<file path="src/rtl/lsu_pkg.sv">
package lsu_pkg;

    localparam int LSU_ADDR_W = 32;
    localparam int LSU_DATA_W = 32;
    localparam int LSU_OFF_W  = 16;
    localparam int LSU_TAG_W  = 5;

    typedef enum logic {
        ACC_LOAD  = 1'b0,
        ACC_STORE = 1'b1
    } acc_kind_t;

    typedef struct packed {
        logic en;
        logic we;
        logic err;
        logic load_go;
    } port_ctl_t;

    function automatic port_ctl_t decide_ctl(input logic valid,
                                             input acc_kind_t kind,
                                             input logic misaligned);
        port_ctl_t c;
        c.err     = valid && misaligned;
        c.en      = valid && !misaligned;
        c.we      = c.en && (kind == ACC_STORE);
        c.load_go = c.en && (kind == ACC_LOAD);
        return c;
    endfunction

endpackage

</file>
<file path="src/rtl/lsu_agu.sv">
module lsu_agu #(
    parameter int AW    = lsu_pkg::LSU_ADDR_W,
    parameter int OW    = lsu_pkg::LSU_OFF_W,
    parameter int LANES = lsu_pkg::LSU_DATA_W / 8
) (
    input  logic [AW-1:0] base,
    input  logic [OW-1:0] offset,
    output logic [AW-1:0] ea,
    output logic          misaligned
);
    localparam int LOW_BITS = $clog2(LANES);

    logic [AW-1:0] off_ext;

    always_comb begin
        off_ext    = {{(AW-OW){offset[OW-1]}}, offset};
        ea         = base + off_ext;
        misaligned = |ea[LOW_BITS-1:0];
    end
endmodule

</file>
<file path="src/rtl/lsu_port.sv">
module lsu_port
    import lsu_pkg::*;
#(
    parameter int AW = LSU_ADDR_W,
    parameter int DW = LSU_DATA_W
) (
    input  logic          req_valid,
    input  acc_kind_t     kind,
    input  logic [AW-1:0] ea,
    input  logic          misaligned,
    input  logic [DW-1:0] store_data,
    output logic [AW-1:0] mem_addr,
    output logic          mem_en,
    output logic          mem_we,
    output logic [DW/8-1:0] mem_be,
    output logic [DW-1:0] mem_wdata,
    output logic          misalign_err,
    output logic          load_go
);
    localparam int LANES = DW / 8;

    port_ctl_t ctl;

    always_comb begin
        ctl          = decide_ctl(req_valid, kind, misaligned);
        mem_en       = ctl.en;
        mem_we       = ctl.we;
        misalign_err = ctl.err;
        load_go      = ctl.load_go;
        mem_addr     = ea;
    end

    // Byte k of the word (k = 0 at the lowest address) rides on lane LANES-1-k.
    for (genvar k = 0; k < LANES; k++) begin : g_lane
        assign mem_be[LANES-1-k]             = ctl.en;
        assign mem_wdata[(LANES-1-k)*8 +: 8] =
            ctl.we ? store_data[DW-1-8*k -: 8] : 8'h00;
    end
endmodule

</file>
<file path="src/rtl/lsu_wb.sv">
module lsu_wb #(
    parameter int DW = lsu_pkg::LSU_DATA_W,
    parameter int TW = lsu_pkg::LSU_TAG_W
) (
    input  logic          clk,
    input  logic          rst,
    input  logic          load_go,
    input  logic [TW-1:0] req_dest,
    input  logic [DW-1:0] mem_rdata,
    output logic          wb_valid,
    output logic [TW-1:0] wb_dest,
    output logic [DW-1:0] wb_data
);
    localparam int LANES = DW / 8;

    always_ff @(posedge clk) begin
        if (rst) begin
            wb_valid <= 1'b0;
            wb_dest  <= '0;
        end else begin
            wb_valid <= load_go;
            wb_dest  <= load_go ? req_dest : wb_dest;
        end
    end

    for (genvar k = 0; k < LANES; k++) begin : g_gather
        assign wb_data[DW-1-8*k -: 8] =
            wb_valid ? mem_rdata[(LANES-1-k)*8 +: 8] : 8'h00;
    end
endmodule

</file>
<file path="src/rtl/word_lsu.sv">
module word_lsu
    import lsu_pkg::*;
#(
    parameter int AW = LSU_ADDR_W,
    parameter int DW = LSU_DATA_W,
    parameter int OW = LSU_OFF_W,
    parameter int TW = LSU_TAG_W
) (
    input  logic            clk,
    input  logic            rst,
    input  logic            req_valid,
    input  logic            req_store,
    input  logic [AW-1:0]   base,
    input  logic [OW-1:0]   offset,
    input  logic [DW-1:0]   store_data,
    input  logic [TW-1:0]   req_dest,
    output logic [AW-1:0]   mem_addr,
    output logic            mem_en,
    output logic            mem_we,
    output logic [DW/8-1:0] mem_be,
    output logic [DW-1:0]   mem_wdata,
    input  logic [DW-1:0]   mem_rdata,
    output logic            misalign_err,
    output logic            wb_valid,
    output logic [TW-1:0]   wb_dest,
    output logic [DW-1:0]   wb_data
);
    logic [AW-1:0] ea;
    logic          misaligned;
    logic          load_go;
    acc_kind_t     kind;

    assign kind = req_store ? ACC_STORE : ACC_LOAD;

    lsu_agu #(.AW(AW), .OW(OW), .LANES(DW/8)) u_agu (
        .base       (base),
        .offset     (offset),
        .ea         (ea),
        .misaligned (misaligned)
    );

    lsu_port #(.AW(AW), .DW(DW)) u_port (
        .req_valid    (req_valid),
        .kind         (kind),
        .ea           (ea),
        .misaligned   (misaligned),
        .store_data   (store_data),
        .mem_addr     (mem_addr),
        .mem_en       (mem_en),
        .mem_we       (mem_we),
        .mem_be       (mem_be),
        .mem_wdata    (mem_wdata),
        .misalign_err (misalign_err),
        .load_go      (load_go)
    );

    lsu_wb #(.DW(DW), .TW(TW)) u_wb (
        .clk       (clk),
        .rst       (rst),
        .load_go   (load_go),
        .req_dest  (req_dest),
        .mem_rdata (mem_rdata),
        .wb_valid  (wb_valid),
        .wb_dest   (wb_dest),
        .wb_data   (wb_data)
    );
endmodule

</file>
<file path="config.mk">
export PLATFORM = sky130hd
export DESIGN_NAME = word_lsu
export DESIGN_NICKNAME = d
export VERILOG_FILES = /design/src/rtl/lsu_pkg.sv /design/src/rtl/lsu_agu.sv /design/src/rtl/lsu_port.sv /design/src/rtl/lsu_wb.sv /design/src/rtl/word_lsu.sv
export SDC_FILE = /design/constraint.sdc
export NUM_CORES = 1
export LEC_CHECK = 0
export ABC_CLOCK_PERIOD_IN_PS = 8900
export CORE_ASPECT_RATIO = 0.8
export CORE_MARGIN = 2
export CORE_UTILIZATION = 33
export DETAILED_ROUTE_END_ITERATION = 12
export GPL_ROUTABILITY_DRIVEN = 1
export GPL_TIMING_DRIVEN = 0
export PLACE_DENSITY_LB_ADDON = 0.05
export SLEW_MARGIN = 20
export SYNTH_ARGS = -nofsm -noshare
export SYNTH_HDL_FRONTEND = slang
export SYNTH_SLANG_ARGS = --single-unit
</file>
<file path="constraint.sdc">
create_clock -name clk -period 8.9 [get_ports clk]
set_clock_uncertainty 0.05 [all_clocks]
set_input_delay 1.78 -clock clk [delete_from_list [all_inputs] [get_ports clk]]
set_output_delay 1.78 -clock clk [all_outputs]
set_load 0.02 [all_outputs]
</file>
# ---- Word-level counts from Yosys, hierarchy flattened
# Cells that the tools add are included.
dict set report totals {
  reg_bits 6
  out_inout_bits 109
  in_bits 121
}
dict set report classes {
  bitwise_logic 1
  n_mux 9
  add_sub_neg 1
  reduce_logical 6
}
# cell count
set ops {}
lappend ops {{8-bit 2-to-1 mux} 8}
lappend ops {{32-bit adder} 1}
lappend ops {{1-bit logical AND} 4}
lappend ops {{2-bit OR reduction} 1}
lappend ops {{1-bit logical NOT} 1}
lappend ops {{1-bit 2-to-1 mux} 1}
lappend ops {{1-bit NOT} 1}

# ---- Longest topological paths before layout
# Gate-level depths: netlist (run 1).
dict set report depth {
  ltp_word 6
  mapped_depth 9
}

# ---- By module
# Synthesis (run 1) repeated with hierarchy kept, for this count alone.
dict set report unflattened {
  cells_unflattened 356
  hier_area_um2 2753.9
}
# mod area_each_um2 cells_each instances
set modules_own_cells {}
lappend modules_own_cells {lsu_agu 1607.8 222 1}
lappend modules_own_cells {lsu_port 688.2 81 1}
lappend modules_own_cells {lsu_wb 457.9 53 1}

# ---- Least setup slack after synthesis (run 1)
# Ideal clock, no wire load.
dict set report synth_path {
  kind {in2out}
  from {input port offset[0]}
  to {output port mem_addr[28]}
  setup_slack_ns 2.946
  t_arrival_ns 4.124
  n_path_buf 0
  stages 9
  t_required_ns 7.070
  path_cell_list {ha_1 fa_1 a21o_1 a221o_1 a211oi_1 o21ai_1 o31ai_2 o21ai_1 xnor2_1}
}
dict set report synth_between {
  elab_chain_len 1
}
# element line_no
set synth_lines {}
lappend synth_lines {{start: declaration} word_lsu.sv:14} ;# input logic [OW-1:0] offset,
lappend synth_lines {{32-bit adder} lsu_agu.sv:17} ;# ea = base + off_ext;
lappend synth_lines {{end: declaration} word_lsu.sv:17} ;# output logic [AW-1:0] mem_addr,
# Every way passes these cells.

# ---- Worst setup path in the final report (run 1)
dict set report layout_path {
  from {input port offset[15]}
  to {output port mem_addr[30]}
}
# Same word-level chain as after synthesis.

==> results of run 1 <==
## cell usage in the layout, fill, tap and decap left out, drive strengths merged, types with 2 or more instances in the layout
cell type        n
nand2b           2
nand3            2
ha              31
xor2            11
nand4            5
nand2           29
o31a             2
a31oi            3
dfxtp            6
nor2b            4
o21a             2
o211ai           2
a211oi           4
o21ai           18
clkdlybuf4s50  229
o21bai           4
nor3             8
nor2            23
and3            39
clkbuf          16
and2            33
a21o            13
xnor2           19
inv              4
mux2i            6
buf              7
a21oi           30
## final timing paths
kind,start,end,slack (ps),depth (start not counted)
setup / recovery,offset[15],mem_addr[30],1630,11
hold / removal,u_wb.wb_dest[4],u_wb.wb_dest[4],450,2
setup reg to reg,u_wb.wb_dest[0],u_wb.wb_dest[0],8250,2
hold reg to reg,u_wb.wb_dest[4],u_wb.wb_dest[4],450,2
## registers in the layout, indices dropped and copies added, names as in the netlist
| name | count |
|---|---|
| u_wb.wb_valid | 1 |
| u_wb.wb_dest | 5 |
## area by class of cell
| class | count | area share (%) |
|---|---|---|
| Inverter | 4 | 0.311 |
| Clock buffer | 3 | 0.856 |
| Multi-Input combinational cell | 309 | 44.4 |
| Timing Repair Buffer | 229 | 47.5 |
| Tap cell | 87 | 2.26 |
| Sequential cell | 6 | 2.49 |
| Buffer | 20 | 2.15 |
## worst max-delay path, delay by kind of cell
family / cells / cell delay, ps
AOI/OAI and AO/OA: 4 / 1000
xor gates and xnor gates: 1 / 200
adders and majority gates: 1 / 510
buffers and inverters: 3 / 1710
and+or+nand+nor: 2 / 230
## metal layers
| layer | vias to the layer above | track usage (%) | wire [um] |
|---|---|---|---|
| li1 | 1695 | - | - |
| met1 | 1507 | 29.6 | 4360 |
| met2 | 115 | 44.7 | 5110 |
| met3 | 8 | 2.71 | 616 |
| met4 | 0 | 3.42 | 111 |
| met5 | - | 0 | 0 |
## through the flow
| stage | instance area, um^2 | utilization [%] | hold slack, ps |
|---|---|---|---|
| 2_1_floorplan | 2380 | - | 529 |
| 3_3_place_gp | 4780 | 69.0 | 424 |
| 3_5_place_dp | 4780 | 69.0 | 439 |
| 4_1_cts | 4820 | 69.6 | 447 |
| 5_1_grt | 4820 | 69.6 | 468 |
| 6_report | 4820 | 69.6 | 447 |
## logic make-up (layout without fill, tap and decap cells)
family,Yosys count,count (layout),synth area share [%]
flops,6,6,5.05
mux,6,6,2.52
fa+ha+maj,32,32,17.1
buf+inv,24,256,4.99
simple gates,149,149,33.5
compound gates,92,92,25.7
xor+xnor,30,30,11.0
## synth_stat cells, drive strengths merged
library cell / n / share of area [%]
a211o: 1 / 0.37
a221oi: 1 / 0.37
a21boi: 1 / 0.32
o41ai: 1 / 0.37
mux2i: 6 / 2.5
nand3: 2 / 0.42
a22oi: 1 / 0.32
o31a: 2 / 0.74
and2: 33 / 8.7
xor2: 11 / 4.0
nor2: 23 / 3.6
ha: 31 / 16
a221o: 1 / 0.42
o22ai: 1 / 0.26
clkbuf: 13 / 2.1
nor4b: 1 / 0.37
nor4: 1 / 0.26
a31oi: 3 / 0.79
o21a: 2 / 0.63
a32oi: 1 / 0.37
a41oi: 1 / 0.37
a31o: 1 / 0.37
xnor2: 19 / 7.0
nor3b: 1 / 0.32
a21o: 13 / 4.2
a211oi: 4 / 1.5
o2111a: 1 / 0.47
nand2b: 2 / 0.53
and3: 39 / 10
inv: 4 / 0.63
nor2b: 4 / 1.1
buf: 7 / 2.3
fa: 1 / 0.84
nand4: 5 / 1.3
a21oi: 30 / 6.3
o31ai: 1 / 0.53
nor3: 8 / 1.7
nand4b: 1 / 0.37
nand2: 29 / 4.6
o21ai: 18 / 3.8
o211ai: 2 / 0.63
a2111oi: 1 / 0.63
a311oi: 1 / 0.63
dfxtp: 6 / 5.0
o21bai: 4 / 1.4
## where the power goes
group | leakage (nW) | internal (mW) | switching, mW | total [mW]
combinational | 1.99 | 0.178 | 0.167 | 0.345
sequential | 0.0486 | 0.0279 | 0.000507 | 0.0284
clock | 0.0216 | 0.0290 | 0.0112 | 0.0402
total | 2.06 | 0.235 | 0.179 | 0.413
==> metrics.md, run 1 <==
| Metric | Value |
|---|---|
| Final Hold Violating Endpoints | `0` |
| Yosys cell types | `54` |
| CTS tree | `built` |
| Clk Latency, worst-skew pair | `roughly 220 ps` |
| ANT cells | `0` |
| DR vias | `3325` |
| IO Pins | `230` |
| Setup CP Type | `in -> out` |
| Post-CTS setup buffer count | `0` |
| Total power | `0.413 mW` |
| Startpoint Class | `primary input` |
| LEAKAGE | `2.06 nW` |
| First-pass GRT wire length | `between 15000 and 20000 um` |
| # setup viols final | `0` |
| Crit-path most repeated cell | `clkdlybuf4s50_1` |
| Row count | `27` |
| Die area | `approximately 8000 um^2` |
| Max VDD drop | `53.9 uV` |
| Drt pass-1 iters | `4` |
| Unrepaired setup endpoints after global routing | `no` |
| Critical path peak fanout | `17` |
| PostCTS Resize Cnt | `0` |
| HPWL Detailed | `8830 um` |
| Setup TNS | `0 ps` |
| Non-filler instance count after layout | `roughly 660` |
| Area grow syn2layout | `103%` |
| Total track usage | `a little under a quarter` |
| Synth Register Bits | `6` |
| Crit path DAT | `5440 ps` |
| Register Area | `120 um^2` |
| Drt total wl | `10200 um` |
| Min Tclk post-route | `7270 ps` |
| Htree depth | `1` |
| Worst min-delay path category | `reg -> reg` |
| Die width | `98.9 um` |
| Routed wire per std cell | `15.5 um` |
| Worst Setup End Kind | `output pin` |
| Relative slew slack | `between 40% and 50%` |
| Vias/cell | `about 5` |
| IO Port Bufs | `229` |
| Vias in the first global route | `3112` |
| Fmax | `0.137 GHz` |
| Area of the mapped netlist | `2380 um^2` |
| Hold-fix buffers at CTS | `0` |
| YS warnings | `0` |
| Gate Count Post-Synth | `approximately 340` |
| Outcome | `complete, no violations` |
| Multi-input logic area | `2140 um^2` |
| Slowest CP cell | `clkdlybuf4s50_1` |
| Pwr Density | `approximately 86 nW/um^2` |
| Pre-CTS worst setup slack | `1700 ps` |
| Clock transition at path regs | `approximately 40 ps` |
| Initial drt markers | `125` |
| Slew Viols, Final | `0` |
| Final GP Congestion | `0.897` |
| Ratio of cells with drive above 1 in the final layout | `3.33%` |
| Initial antenna violation count | `0` |
| Filler instances | `598` |
| MaxCap Viol Count | `0` |
| CP peak stage delay | `about 810 ps` |
| DIE HEIGHT | `80.0 um` |
| Root Buffer | `clkbuf_8` |
| Num CTS Buffers | `3` |
| Total gr overflow | `0` |
| Core ar. | `6930 um^2` |
| Tcrit/Tclk final | `around four fifths` |
| Worst setup margin | `roughly 1600 ps` |
| Slew @ Worst Pin | `766 ps` |
| CTS Buffer Depth | `2` |
| Worst path required time | `7070 ps` |
| Seq/Total Area, Yosys | `5.05%` |
| Syn_nets | `approximately 490` |
| Sequence of cells on the critical path | `clkdlybuf4s50_1, ha_1, clkbuf_1, nand2_1, o21ai_1, nor3_1, o31a_1, a211oi_2, a41oi_1, xnor2_1, clkdlybuf4s50_1` |
| Initial Utilization | `around a third` |
| Sinks on Clock Net | `6` |
| DR DRC count | `0` |
| Nets | `726` |
| Number of nets still failing antenna checks after routing | `0` |
| Pin count of the biggest net entering global routing | `18` |
| Avg Inst Size Synth | `about 7 um^2` |
| Placed insts | `655` |
No activity file was read; power rests on OpenSTA's default activity.
==> inputs of run 2 (changes only) <==
- ABC_CLOCK_PERIOD_IN_PS: 8900 -> 7400
- CORE_UTILIZATION: 33 -> 31
- clock period: 8.9 -> 7.4 ns (I/O delays scaled with it)
==> run 2 against run 1 <==
Net effect: cell area up 0.47%; utilization shrank 4.4 points; largest cell class unchanged; die area rose by 6.2%; via count shrank 0.48%; flip-flop and latch count unchanged; combinational power is 21% higher; sequential power up 20%; total power grew 21%; critical endpoint unchanged.
==> metrics.md, run 2 (synthesized netlist as in run 1, its figures left out) <==
| Metric | Value |
|---|---|
| Outcome | `complete, no violations` |
| Most common cell after layout, fill and taps aside | `clkdlybuf4s50_1` |
| Non-filler instance count after layout | `676 (+2.7%)` |
| Worst min-delay path category | `reg -> reg` |
| DR DRC count | `0 (unchanged)` |
| Hold Slack | `443 ps (-4.05 ps)` |
| Startpoint Class | `primary input` |
| Core ar. | `7430 um^2 (+7.2%)` |
| Fmax | `0.151 GHz` |
| P_int | `0.282 mW (+20%)` |
| Most frequent cells in the layout | `clkdlybuf4s50_1 (229), and3_1 (37), and2_1 (32)` |
| Min Tclk post-route | `6620 ps` |
| DIE HEIGHT | `82.4 um (+3.0%)` |
| IO Pins | `230 (unchanged)` |
| Post-CTS setup buffer count | `0 (unchanged)` |
| Drt pass-1 iters | `4 (unchanged)` |
| Worst setup margin | `782 ps (-845 ps)` |
| MaxCap Viol Count | `0 (unchanged)` |
| Die area | `8400 um^2 (+6.2%)` |
| Slew @ Worst Pin | `735 ps (-31.4 ps)` |
| Met2 wire length | `4930 um (-3.4%)` |
| Num CTS Buffers | `3 (unchanged)` |
| CP startpoint | `offset[15]` |
| Nets | `726 (unchanged)` |
| Worst path required time | `5870 ps (-1200 ps)` |
| Routed met1 length | `4640 um (+6.3%)` |
| Hold_sp | `u_wb.wb_dest[1]` |
| Vias/cell | `4.89 (-3.1%)` |
| Drt total wl | `10500 um (+2.9%)` |
| Pre-CTS worst setup slack | `805 ps (-890 ps)` |
| Largest register FFs | `5 (unchanged)` |
| HPWL Detailed | `9050 um (+2.5%)` |
| Top Metal Used | `met4` |
| Setup TNS | `0 ps (unchanged)` |
| Net switching power | `0.216 mW (+21%)` |
| Initial antenna violation count | `0 (unchanged)` |
| Pin count of the biggest net entering global routing | `18 (unchanged)` |
| Final Hold Violating Endpoints | `0 (unchanged)` |
| IO Port Bufs | `229 (unchanged)` |
| # setup viols final | `0 (unchanged)` |
| Relative slew slack | `50.9% (+2.1 points)` |
| Clock power share | `9.5% (-0.2 points)` |
| CTS tree | `built` |
| CP endpoint | `mem_addr[30]` |
| Die width | `102 um (+3.0%)` |
| Clock transition at path regs | `30 ps (about the same)` |
| Ratio of cells with drive above 1 in the final layout | `3.33% (unchanged)` |
| Total gr overflow | `0 (unchanged)` |
| Clk Latency, worst-skew pair | `220 ps (about the same)` |
| Met3 wire length | `657 um (+6.7%)` |
| R2r setup slk | `6750 ps (-1500 ps)` |
| Slew Viols, Final | `0 (unchanged)` |
| Seq pwr share | `6.8% (about the same)` |
| Row count | `28 (+3.7%)` |
| Sinks on Clock Net | `6 (unchanged)` |
| Combinational Power Share | `83.6% (+0.2 points)` |
| Area grow syn2layout | `104%` |
| Placed insts | `673 (+2.7%)` |
| PostCTS Resize Cnt | `0 (unchanged)` |
| Htree depth | `1 (unchanged)` |
| R2R depth | `2 (unchanged)` |
| Final GP Congestion | `0.899 (+0.22%)` |
| Max VDD drop | `70.1 uV (+30%)` |
| Biggest regs | `u_wb.wb_dest: 5 flops, u_wb.wb_valid: 1 flops` |
| Initial drt markers | `107 (-14%)` |
| Initial Utilization | `32.0% (-2.3 points)` |
| Sw Share | `43.4% (+0.16 points)` |
| Vias in the first global route | `3028 (-2.7%)` |
| ANT cells | `0 (unchanged)` |
| CTS Buffer Depth | `2 (unchanged)` |
| Setup CP Type | `in -> out` |
| Util after Layout | `65.2% (-4.4 points)` |
| Hold-fix buffers at CTS | `0 (unchanged)` |
| Routed wire per std cell | `15.5 um (+0.19%)` |
| Total track usage | `22.7% (-1.1 points)` |
| Root Buffer | `clkbuf_8` |
| Unrepaired setup endpoints after global routing | `no` |
| Worst Setup End Kind | `output pin` |
| First-pass GRT wire length | `15200 um (-2.1%)` |
| Most flops, register | `u_wb.wb_dest` |
| Number of nets still failing antenna checks after routing | `0 (unchanged)` |
| Tcrit/Tclk final | `between 80% and 90%` |
| DR vias | `3309 (-0.48%)` |
| Pwr Density | `103 nW/um^2 (+20%)` |
| LEAKAGE | `2.06 nW (unchanged)` |
| Critical path peak fanout | `17 (unchanged)` |
| Crit path DAT | `5090 ps (-350 ps)` |
| R2R Path End | `u_wb.wb_dest[0]` |
| Reg2reg start | `u_wb.wb_dest[0]` |
## run 2: power groups by stage
| stage | registers (mW) | clock network [mW] | logic, mW |
|---|---|---|---|
| finish | 0.0341 | 0.0475 | 0.417 |
| global route | 0.0342 | 0.0500 | 0.449 |
| CTS | 0.0341 | 0.0486 | 0.419 |
| detailed placement | 0.0346 | 0 | 0.416 |
| global placement | 0.0345 | 0 | 0.411 |
| floorplan | 0.0357 | 0 | 0.218 |
## run 2: worst max-delay path, stage by stage
cell and delay [ps]:
clkdlybuf4s50_1 800, ha_1 490, clkbuf_1 260, nand2_1 150
o21ai_1 290, nor3_1 80, o31a_1 120, a211oi_2 340
a41oi_1 230, xnor2_1 200, clkdlybuf4s50_1 630
## run 2: worst min-delay path by stage
stage | end | slack (ps) | cells past startpoint
floorplan | u_wb.wb_dest[0] | 530 | 2
global placement | u_wb.wb_dest[0] | 420 | 2
global route | u_wb.wb_dest[1] | 470 | 2
finish | u_wb.wb_dest[1] | 440 | 2
CTS | u_wb.wb_dest[1] | 440 | 2
detailed placement | u_wb.wb_dest[1] | 430 | 2
## run 2: per-layer routing
| metal | vias to the layer above | global-route usage (%) |
|---|---|---|
| li1 | 1699 | - |
| met1 | 1469 | 29.2 |
| met2 | 123 | 39.8 |
| met3 | 18 | 3.70 |
| met4 | 0 | 5.73 |
| met5 | - | 0 |
## run 2: layout make-up
class	instances	area, um^2
fillers	686	2580
repair buffers	229	2290
multi-input cells	309	2140
well taps	105	131
flip-flops and latches	6	120
plain buffers	20	104
clock buffers	3	41.3
inverters	4	15.0
## run 2: stage by stage
| stage | instance area (um^2) | power, mW |
|---|---|---|
| final | 4840 | 0.499 |
| after global routing | 4840 | 0.533 |
| after CTS | 4840 | 0.501 |
| after detailed placement | 4800 | 0.451 |
| after global placement | 4800 | 0.445 |
| after floorplan | 2380 | 0.253 |
